<file path="src/rtl/qaw_pkg.sv">
package qaw_pkg;
  localparam int QUESTION_W = 4;
  localparam int ANSWER_W   = 8;
  localparam int INDEX_W    = 2;

  // Bit order is part of the status port layout.
  typedef struct packed {
    logic ansErr;
    logic early;
    logic seqErr;
    logic timeout;
  } qaw_flags_t;

  // Strobes from control to datapath, valid for one clock.
  typedef struct packed {
    logic       cycleDone;
    logic       cyclePass;
    qaw_flags_t flags;
  } qaw_strobe_t;
endpackage

</file>
<file path="src/rtl/qaw_ctrl.sv">
module qaw_ctrl
  import qaw_pkg::*;
#(
  parameter int TIMER_W = 16
) (
  input  logic               clk,
  input  logic               rstN,
  input  logic               ansWr,
  input  logic               ansOk,
  input  logic [TIMER_W-1:0] win1Len,
  input  logic [TIMER_W-1:0] win2Len,
  output logic [INDEX_W-1:0] ansIdx,
  output qaw_strobe_t        strobe
);
  localparam int TW = TIMER_W + 1;
  localparam int CW = 3;

  logic               inWin2;
  logic [TIMER_W-1:0] timer;
  logic [CW-1:0]      cntW1, cntW2, total;
  logic               errSeen, errNow, lastAns, win1End, win2End, done;
  logic [TW-1:0]      tickNext;

  assign tickNext = {1'b0, timer} + TW'(1);
  assign win1End  = !inWin2 && (tickNext >= {1'b0, win1Len});
  assign win2End  = inWin2 && (tickNext >= {1'b0, win2Len});
  assign total    = cntW1 + cntW2;
  assign lastAns  = ansWr && (total == CW'(3));
  assign errNow   = errSeen || (ansWr && !ansOk);
  assign done     = lastAns || win2End;

  always_comb begin
    strobe           = '0;
    strobe.cycleDone = done;
    if (lastAns && !inWin2) begin
      strobe.flags.early  = 1'b1;
      strobe.flags.ansErr = errNow;
    end else if (lastAns) begin
      strobe.flags.seqErr = (cntW1 < CW'(3));
      strobe.flags.ansErr = errNow;
      strobe.cyclePass    = (cntW1 == CW'(3)) && !errNow;
    end else if (win2End) begin
      strobe.flags.timeout = 1'b1;
      strobe.flags.seqErr  = (cntW1 < CW'(3));
      strobe.flags.ansErr  = errNow;
    end
  end

  always_ff @(posedge clk) begin
    if (!rstN || done) begin
      inWin2  <= 1'b0;
      timer   <= '0;
      cntW1   <= '0;
      cntW2   <= '0;
      errSeen <= 1'b0;
      ansIdx  <= '1;
    end else begin
      if (ansWr) begin
        if (inWin2) cntW2 <= cntW2 + CW'(1);
        else        cntW1 <= cntW1 + CW'(1);
        ansIdx  <= ansIdx - INDEX_W'(1);
        errSeen <= errNow;
      end
      if (win1End) begin
        inWin2 <= 1'b1;
        timer  <= '0;
      end else begin
        timer <= timer + TIMER_W'(1);
      end
    end
  end

  // a write that does not close the cycle steps the index down by one
  a_r3_idx_step: assert property (@(posedge clk) disable iff (!rstN)
    ansWr && !done |=> ansIdx == INDEX_W'($past(ansIdx) - INDEX_W'(1)));

  // a pass can only be signalled on a correct write
  a_r5_pass_on_write: assert property (@(posedge clk) disable iff (!rstN)
    strobe.cyclePass |-> ansWr && ansOk);

  // an ending without a write is always a timeout
  a_r8_timeout_flag: assert property (@(posedge clk) disable iff (!rstN)
    done && !ansWr |-> strobe.flags.timeout);
endmodule

</file>
<file path="src/rtl/qaw_datapath.sv">
module qaw_datapath
  import qaw_pkg::*;
#(
  parameter int FAIL_W = 3
) (
  input  logic                  clk,
  input  logic                  rstN,
  input  logic [ANSWER_W-1:0]   ansByte,
  input  logic [INDEX_W-1:0]    ansIdx,
  input  logic                  statRd,
  input  qaw_strobe_t           strobe,
  input  logic [FAIL_W-1:0]     failThresh,
  output logic                  ansOk,
  output logic [QUESTION_W-1:0] question,
  output logic [3:0]            statusFlags,
  output logic [FAIL_W-1:0]     failCnt,
  output logic                  failHit,
  output logic                  cycleEnd
);
  localparam logic [FAIL_W-1:0] FAIL_MAX = '1;

  function automatic logic [ANSWER_W-1:0] answerFor(input logic [QUESTION_W-1:0] q,
                                                    input logic [INDEX_W-1:0] idx);
    logic [3:0] hi, lo;
    hi = {q[1:0], q[3:2]} ^ {4{idx[0]}};
    lo = {q[3:1], 1'b0} ^ {4{q[0]}} ^ {4{idx[1]}};
    return {hi, lo};
  endfunction

  function automatic logic [QUESTION_W-1:0] nextQuestion(input logic [QUESTION_W-1:0] q);
    return {q[2:0], q[3] ^ q[2] ^ (q[2:0] == 3'b000)};
  endfunction

  logic [3:0] newFlags;

  assign ansOk    = (ansByte == answerFor(question, ansIdx));
  assign newFlags = strobe.flags;
  assign failHit  = (failCnt >= failThresh);

  always_ff @(posedge clk) begin
    if (!rstN) begin
      question <= '0;
      failCnt  <= '0;
      cycleEnd <= 1'b0;
    end else begin
      cycleEnd <= strobe.cycleDone;
      if (strobe.cycleDone) begin
        if (strobe.cyclePass) begin
          question <= nextQuestion(question);
          if (failCnt != '0) failCnt <= failCnt - FAIL_W'(1);
        end else if (failCnt != FAIL_MAX) begin
          failCnt <= failCnt + FAIL_W'(1);
        end
      end
    end
  end

  for (genvar b = 0; b < 4; b++) begin : g_flag
    always_ff @(posedge clk) begin
      if (!rstN)                 statusFlags[b] <= 1'b0;
      else if (strobe.cycleDone) statusFlags[b] <= newFlags[b];
      else if (statRd)           statusFlags[b] <= 1'b0;
    end
  end

  // a failing cycle keeps the question
  a_r10_fail_keeps_q: assert property (@(posedge clk) disable iff (!rstN)
    strobe.cycleDone && !strobe.cyclePass |=> question == $past(question));

  // a passing cycle moves to a different question
  a_r5_pass_moves_q: assert property (@(posedge clk) disable iff (!rstN)
    strobe.cycleDone && strobe.cyclePass |=> question != $past(question));

  // the counter moves only at cycle ends
  a_r10_cnt_quiet: assert property (@(posedge clk) disable iff (!rstN)
    !strobe.cycleDone |=> failCnt == $past(failCnt));

  // a read outside a cycle end clears the flags
  a_r11_read_clears: assert property (@(posedge clk) disable iff (!rstN)
    statRd && !strobe.cycleDone |=> statusFlags == 4'b0000);

  // the cycle-end pulse lasts one clock
  a_r13_one_pulse: assert property (@(posedge clk) disable iff (!rstN)
    cycleEnd |=> !cycleEnd);
endmodule

</file>
<file path="src/rtl/qa_watchdog.sv">
module qa_watchdog
  import qaw_pkg::*;
#(
  parameter int TIMER_W = 16,
  parameter int FAIL_W  = 3
) (
  input  logic               clk,
  input  logic               rstN,
  input  logic               ansWr,
  input  logic [7:0]         ansByte,
  input  logic               statRd,
  input  logic [TIMER_W-1:0] win1Len,
  input  logic [TIMER_W-1:0] win2Len,
  input  logic [FAIL_W-1:0]  failThresh,
  output logic [3:0]         question,
  output logic [1:0]         ansIdx,
  output logic [3:0]         statusFlags,
  output logic [FAIL_W-1:0]  failCnt,
  output logic               failHit,
  output logic               cycleEnd
);
  qaw_strobe_t strobe;
  logic        ansOk;

  qaw_ctrl #(.TIMER_W(TIMER_W)) u_ctrl (
    .clk     (clk),
    .rstN    (rstN),
    .ansWr   (ansWr),
    .ansOk   (ansOk),
    .win1Len (win1Len),
    .win2Len (win2Len),
    .ansIdx  (ansIdx),
    .strobe  (strobe)
  );

  qaw_datapath #(.FAIL_W(FAIL_W)) u_dp (
    .clk         (clk),
    .rstN        (rstN),
    .ansByte     (ansByte),
    .ansIdx      (ansIdx),
    .statRd      (statRd),
    .strobe      (strobe),
    .failThresh  (failThresh),
    .ansOk       (ansOk),
    .question    (question),
    .statusFlags (statusFlags),
    .failCnt     (failCnt),
    .failHit     (failHit),
    .cycleEnd    (cycleEnd)
  );
endmodule

</file>
<file path="config.mk">
export PLATFORM = sky130hd
export DESIGN_NAME = qa_watchdog
export DESIGN_NICKNAME = d
export VERILOG_FILES = /design/src/rtl/qaw_pkg.sv /design/src/rtl/qaw_ctrl.sv /design/src/rtl/qaw_datapath.sv /design/src/rtl/qa_watchdog.sv
export SDC_FILE = /design/constraint.sdc
export NUM_CORES = 1
export LEC_CHECK = 0
export CAP_MARGIN = 0
export CORE_ASPECT_RATIO = 1.1
export CORE_UTILIZATION = 35
export DETAILED_ROUTE_END_ITERATION = 6
export HOLD_SLACK_MARGIN = 0.03
export SYNTH_ARGS = -nofsm -noshare
export SYNTH_HDL_FRONTEND = slang
export SYNTH_HIERARCHICAL = 1
export SYNTH_SLANG_ARGS = --single-unit
</file>
<file path="constraint.sdc">
create_clock -name clk -period 4.4 [get_ports clk]
set_clock_uncertainty 0.2 [all_clocks]
set_input_delay 0.44 -clock clk [delete_from_list [all_inputs] [get_ports clk]]
set_output_delay 0.44 -clock clk [all_outputs]
set_load 0.05 [all_outputs]
</file>
==> results by group, run 1 <==
Yosys
  – Synth Cell Area: 3050 µm²
  – Post-Syn Area per Cell: 8.25 µm²
  – Yosys cell types: 58
  – Yosys warns: 6
  – #FFs+latches synth: 38
  – Cells after synthesis: 370
  – EDFF count, synth: 0
  – Main flop type after synthesis: dfxtp_1
  – Syn_nets: 460
  – Post-synth ARST share: 0
  – Post-synthesis sequential area ratio: 0.249

Placed design
  – Global placement routability congestion: 0.844
  – Dpl hpwl: 5560 µm
  – Setup WS pre-CTS: 0.307 ns
  – Number of buffers added on ports: 61

Power and ir drop
  – Flop pwr share: 0.434
  – Part of the power in the clock network: 0.339
  – PwrDens: 227 nW/µm²
  – Logic gate share of total power: 0.227
  – Switch Pwr: 234 µW
  – Maximum VDD drop: 0.000223 V
  – P_int: 645 µW
  – Leakage: 0.00174 µW
  – Sw Ratio: 0.266

Clock tree
  – Hold-fix buffers, CTS: 0
  – Setup Buffers After CTS: 0
  – Max H-tree Level: 2
  – Post-cts sizing count: 0
  – Clk buf depth: 2
  – Worst-skew pair later-pin latency: 0.28 ns
  – CTS sink count: 38
  – Clock slew at reported path FFs: 0.07 ns
  – CTS tree: built
  – Num CTS Buffers: 5
  – Root Driver: clkbuf_8

Floorplan
  – Die height: 99.9 µm
  – Row count: 35
  – Core footprint: 8410 µm²
  – Die W: 91.0 µm
  – Initial Utilization: 0.363
  – Die ar.: 9100 µm²
  – IO Pins: 62

Critical path
  – CP cell instances: ha_1 -> nand4_1 -> nand2b_1 -> xnor2_1 -> ha_1 -> nand2_1 -> nor3_2 -> and2_1 -> a22o_1 -> o21ai_0 -> buf_4 -> nand2_1 -> buf_4 -> nand2_1 -> o32a_1 -> o21ai_0 -> nor3_1
  – Crit-path max cell delay: 0.49 ns
  – R2r worst-path depth: 17
  – CP Class: reg -> reg
  – Logic depth of the worst path, buffers included: 17
  – Most common cell on crit path: nand2_1
  – Reg2reg start: u_ctrl/timer[0]
  – Critical Path Start Type: flop
  – Worst R2R End: u_dp/failCnt[2]
  – Critical path arrival: 3.96 ns
  – Crit-path max FO: 21
  – FF-to-FF setup slack: 0.41 ns
  – Worst setup EP type: flop
  – CP startpoint: u_ctrl/timer[0]
  – CP delay by family, top: simple AND/OR/NAND/NOR gates
  – Critical path required time: 4.38 ns
  – CP endpoint: u_dp/failCnt[2]
  – CP max-delay cell: dfxtp_1
  – Crit path buffers/inverters: 2

Layout
  – Commonest non-fill, non-tap cell in the layout: clkdlybuf4s50_1
  – Antenna Cells: 0
  – Layout net count: 521
  – Synth-to-layout area growth: 27.1%
  – Share of post-route cells with drive strength above 1: 0.0603
  – Most frequent cells in the layout: 61 x clkdlybuf4s50_1, 42 x inv_1, 41 x ha_1, 38 x dfxtp_1, 30 x nand2_1

Routing
  – Vias: 2,675
  – Residual DRC: 0
  – Final antenna-violating net count: 0
  – TritonRoute pass-1 iters: 4
  – Starting DRT DRC Count: 68
  – Vias/cell: 4.94
  – WL final: 6900 µm
  – WL per Instance: 12.7 µm

STA
  – Final Hold Viols: 0
  – Slew headroom: 0.509
  – Slew Limit Fails: 0
  – Final setup fails: 0
  – Fin crit share: 0.906
  – Fmax: 0.251 GHz
  – Unrepaired setup endpoints after global routing: no
  – Setup ws final: 0.412 ns
  – Post-layout min period: 3.99 ns
  – Slew @ Worst Pin: 0.733 ns
  – Setup TNS: 0 ns

Flow run
  – Maxcap violations: 0

GRT
  – Vias in the first global route: 2,586
  – Largest net degree at the start of global routing: 22
  – Total track usage: 0.159
  – Initial antenna violation count: 0
  – First-pass GRT wire length: 11,700 µm
  – Grt ovf: 0

Status
  – Status: completed

Min path
  – Min-delay worst type: reg -> reg
## worst min path at each step
| stage | from | end | slack (ns) | depth (start not counted) |
|---|---|---|---|---|
| finish | u_ctrl/errSeen | u_ctrl/errSeen | 0.31 | 2 |
| global route | u_ctrl/errSeen | u_ctrl/errSeen | 0.38 | 2 |
| CTS | u_ctrl/errSeen | u_ctrl/errSeen | 0.30 | 2 |
| detailed placement | u_ctrl/errSeen | u_ctrl/errSeen | 0.28 | 2 |
| global placement | u_ctrl/errSeen | u_ctrl/errSeen | 0.28 | 2 |
| floorplan | u_ctrl/errSeen | u_ctrl/errSeen | 0.25 | 2 |
## state kept, by name, indices dropped and copies added, names as in the netlist
name	count
u_ctrl/timer	16
u_ctrl/cntW1	3
u_ctrl/cntW2	3
u_ctrl/ansIdx	2
u_ctrl/errSeen	1
u_dp/cycleEnd	1
u_ctrl/inWin2	1
u_dp/statusFlags	4
u_dp/question	4
u_dp/failCnt	3
## kinds of logic (layout without fill, tap and decap cells)
kind of cell,Yosys count,after routing,synth area share
buf+inv,54,115,0.0775
compound gates,71,71,0.155
fa+ha+maj,43,43,0.181
simple gates,136,136,0.252
mux,1,1,0.00369
flops,38,38,0.249
xor+xnor,27,27,0.0820
## area by class of cell
class / count / area, µm²
Fill cell: 869 / 4530
Clock buffer: 6 / 82.6
Multi-Input combinational cell: 278 / 2060
Inverter: 42 / 158
Tap cell: 111 / 139
Sequential cell: 38 / 761
Clock inverter: 1 / 30.0
Timing Repair Buffer: 66 / 648
## metal layers
layer | up-vias | share of wire | global-route usage
met4 | 0 | 0.014 | 0.0440
li1 | 1406 | - | -
met3 | 8 | 0.029 | 0.0227
met5 | - | 0 | 0
met2 | 38 | 0.49 | 0.293
met1 | 1223 | 0.47 | 0.192
## cells in the mapped netlist (3+ instances only)
master / instances / area (µm²)
xor2_1: 12 / 105
a21boi_0: 4 / 30.0
nand2_1: 30 / 113
xnor2_1: 14 / 123
nor2b_1: 12 / 75.1
dfxtp_1: 38 / 761
nor3b_1: 18 / 135
or3_1: 3 / 18.8
a21oi_1: 26 / 130
o21ai_0: 12 / 60.1
buf_6: 3 / 33.8
a21o_1: 7 / 52.6
and2_1: 3 / 18.8
nand4_1: 5 / 31.3
clkbuf_1: 4 / 15.0
ha_1: 41 / 513
nand2b_1: 4 / 25.0
nand3_1: 16 / 80.1
nor2_1: 16 / 60.1
nor3_1: 11 / 55.1
and3_1: 6 / 37.5
inv_1: 42 / 158
buf_2: 3 / 15.0
## worst register-to-register path, stage by stage, from the launching register on
cell	delay, ns
dfxtp_1	0.49
ha_1	0.31
nand4_1	0.21
nand2b_1	0.22
xnor2_1	0.16
ha_1	0.30
nand2_1	0.08
nor3_2	0.30
and2_1	0.18
a22o_1	0.25
o21ai_0	0.11
buf_4	0.17
nand2_1	0.06
buf_4	0.23
nand2_1	0.10
o32a_1	0.28
o21ai_0	0.15
nor3_1	0.08
## power by group through the flow
stage | Clock (µW) | Sequential, µW | Combinational [µW]
floorplan | 0 | 394 | 119
global placement | 0 | 389 | 198
detailed placement | 0 | 390 | 201
CTS | 308 | 382 | 202
global route | 324 | 385 | 226
finish | 298 | 381 | 200
## per-stage QoR
step           total power [µW]  cell area (µm²)   util  hold slack [ns]  instances
2_1_floorplan               513             3050      -            0.250        370
3_3_place_gp                587             3760  0.447            0.277        535
3_5_place_dp                590             3760  0.447            0.280        535
4_1_cts                     892             3870  0.461            0.298        542
5_1_grt                     935             3880  0.461            0.376        542
6_report                    879             3880  0.461            0.307        542
No activity file was read; power rests on OpenSTA's default activity.
==> run 2: changes to the inputs <==
--- a/config.mk
+++ b/config.mk
@@ -6,7 +6,7 @@
 export NUM_CORES = 1
 export LEC_CHECK = 0
 export CAP_MARGIN = 0
-export CORE_ASPECT_RATIO = 1.1
+export CORE_ASPECT_RATIO = 0.6
 export CORE_UTILIZATION = 35
 export DETAILED_ROUTE_END_ITERATION = 6
 export HOLD_SLACK_MARGIN = 0.03
==> results by group, run 2 (same netlist as run 1, synthesis figures left out) <==
Routing
  – Starting DRT DRC Count: 189 (+180%)
  – TritonRoute pass-1 iters: 4 (unchanged)
  – WL final: 7520 µm (+8.9%)
  – WL per Instance: 14.0 µm (+9.9%)
  – Residual DRC: 0 (unchanged)
  – Final antenna-violating net count: 0 (unchanged)
  – Vias/cell: 5.04 (+2.2%)
  – Vias: 2,709 (+1.3%)

Placed design
  – Dpl hpwl: 5960 µm (+7.3%)
  – Number of buffers added on ports: 61 (unchanged)
  – Global placement routability congestion: 0.815 (-3.5%)

Layout
  – Layout net count: 520 (-0.19%)
  – Antenna Cells: 0 (unchanged)
  – Share of post-route cells with drive strength above 1: 0.0559 (-0.00438)
  – Commonest non-fill, non-tap cell in the layout: clkdlybuf4s50_1
  – Largest registers: u_ctrl/timer: 16 flops, u_dp/question: 4 flops, u_dp/statusFlags: 4 flops
  – Most frequent cells in the layout: 61 x clkdlybuf4s50_1, 42 x inv_1, 41 x ha_1, 38 x dfxtp_1, 30 x nand2_1
  – Final Util: 0.477 (+0.0156)
  – Most flop-heavy register: u_ctrl/timer
  – Synth-to-layout area growth: 27.6%
  – Max reg flops: 16 (unchanged)

STA
  – Slew Limit Fails: 0 (unchanged)
  – Fmax: 0.261 GHz (+4.0%)
  – Final Hold Viols: 0 (unchanged)
  – Slew headroom: 0.479 (-0.0297)
  – Final setup fails: 0 (unchanged)
  – Slew @ Worst Pin: 0.777 ns (+0.0443 ns)
  – Setup TNS: 0 ns (unchanged)
  – Unrepaired setup endpoints after global routing: no
  – Post-layout min period: 3.83 ns (-0.155 ns)
  – Fin crit share: 0.871 (-0.0352)

Flow run
  – Maxcap violations: 0 (unchanged)

Clock tree
  – Root Driver: clkbuf_16
  – CTS sink count: 38 (unchanged)
  – CTS tree: built
  – Hold-fix buffers, CTS: 0 (unchanged)
  – Setup Buffers After CTS: 0 (unchanged)
  – Clk buf depth: 2 (unchanged)
  – Max H-tree Level: 2 (unchanged)
  – Clock slew at reported path FFs: 0.05 ns (-0.02 ns)
  – Num CTS Buffers: 5 (unchanged)
  – Worst-skew pair later-pin latency: 0.28 ns (about the same)
  – Post-cts sizing count: 0 (unchanged)

Power and ir drop
  – Flop pwr share: 0.408 (-0.026)
  – Logic gate share of total power: 0.222 (-0.005)
  – PwrDens: 241 nW/µm² (+6.3%)
  – Maximum VDD drop: 0.000127 V (-43%)
  – Switch Pwr: 253 µW (+8.4%)
  – Leakage: 0.00174 µW (+0.46%)
  – Sw Ratio: 0.270 (+0.00407)
  – Part of the power in the clock network: 0.370 (+0.031)
  – P_int: 685 µW (+6.2%)

GRT
  – Grt ovf: 0 (unchanged)
  – Initial antenna violation count: 0 (unchanged)
  – Vias in the first global route: 2,592 (+0.23%)
  – First-pass GRT wire length: 12,400 µm (+5.5%)
  – Total track usage: 0.175 (+0.0168)
  – Largest net degree at the start of global routing: 21 (-4.5%)

Critical path
  – Worst setup EP type: flop
  – Crit-path max FO: 11 (-48%)
  – CP max-delay cell: dfxtp_1
  – Critical Path Start Type: flop
  – CP cell instances: and4_1 -> nand4_1 -> nand2b_1 -> xnor2_1 -> ha_1 -> a21oi_1 -> o21a_1 -> o21ai_0 -> or2_4 -> o21ai_1 -> nand2_1 -> buf_4 -> nand2_1 -> o21ai_0 -> and2_1
  – Crit-path max cell delay: 0.39 ns (-0.10 ns)
  – Critical path required time: 4.37 ns (about the same)
  – Critical path arrival: 3.81 ns (-0.15 ns)
  – CP Class: reg -> reg

Floorplan
  – IO Pins: 62 (unchanged)
  – Core footprint: 8160 µm² (-2.9%)
  – Die W: 123 µm (+35%)
  – Die height: 74.3 µm (-26%)
  – Die ar.: 9110 µm² (+0.13%)
  – Row count: 25 (-29%)
  – Initial Utilization: 0.374 (+0.0108)

Status
  – Status: completed

Min path
  – Min-delay worst type: reg -> reg
==> run 2: changes by cell type in the layout (fill, tap and decap cells not counted) <==
cell       delta
o21ai_0       -1
o21ai_1       +1
bufinv_16     -1
clkbuf_8      -5
buf_4         -1
clkbuf_16     +5
==> run 2: power by group through the flow <==
stage / registers [µW] / clock network, µW / logic (µW)
final: 382 / 347 / 209
after global placement: 389 / 0 / 204
after floorplan: 394 / 0 / 119
after global routing: 386 / 375 / 232
after detailed placement: 390 / 0 / 207
after CTS: 383 / 361 / 210
==> run 2: layout make-up <==
type | instances | area [µm²]
clock buffer | 6 | 139
inverter | 42 | 158
sequential | 38 | 761
fill | 808 | 4270
timing repair buffer | 65 | 641
tap | 108 | 135
multi-input combinational | 278 | 2060
==> run 2: worst paths after layout <==
kind	from	to	slack, ns	cells past startpoint
hold reg to reg	u_ctrl/errSeen	u_ctrl/errSeen	0.29	2
setup reg to reg	u_ctrl/timer[2]	u_dp/question[0]	0.57	15
hold / removal	u_ctrl/errSeen	u_ctrl/errSeen	0.29	2
setup / recovery	u_ctrl/timer[2]	u_dp/question[0]	0.57	15
==> run 2: worst max-delay path, delay by kind of cell, from the launching register on <==
family | cells | cell delay [ns]
xor+xnor | 1 | 0.29
buf+inv | 1 | 0.19
compound gates | 5 | 0.80
simple gates | 7 | 1.55
flops | 1 | 0.39
fa+ha+maj | 1 | 0.31
==> run 2: per-layer routing <==
| metal | GRT usage | routed length, µm |
|---|---|---|
| met4 | 0.0488 | 71 |
| met5 | 0 | 0 |
| met3 | 0.0360 | 525 |
| met1 | 0.261 | 4100 |
| met2 | 0.253 | 2820 |
==> run 2: per-stage QoR <==
stage          instances  worst slack [ns]  cell area [µm²]  hold WS [ns]  power [µW]
3_3_place_gp         531             0.521             3750         0.270         593
3_5_place_dp         531             0.376             3750         0.284         597
2_1_floorplan        370             0.641             3050         0.250         513
6_report             537             0.567             3890         0.288         938
5_1_grt              537             0.165             3890         0.345         993
4_1_cts              537             0.362             3890         0.298         953
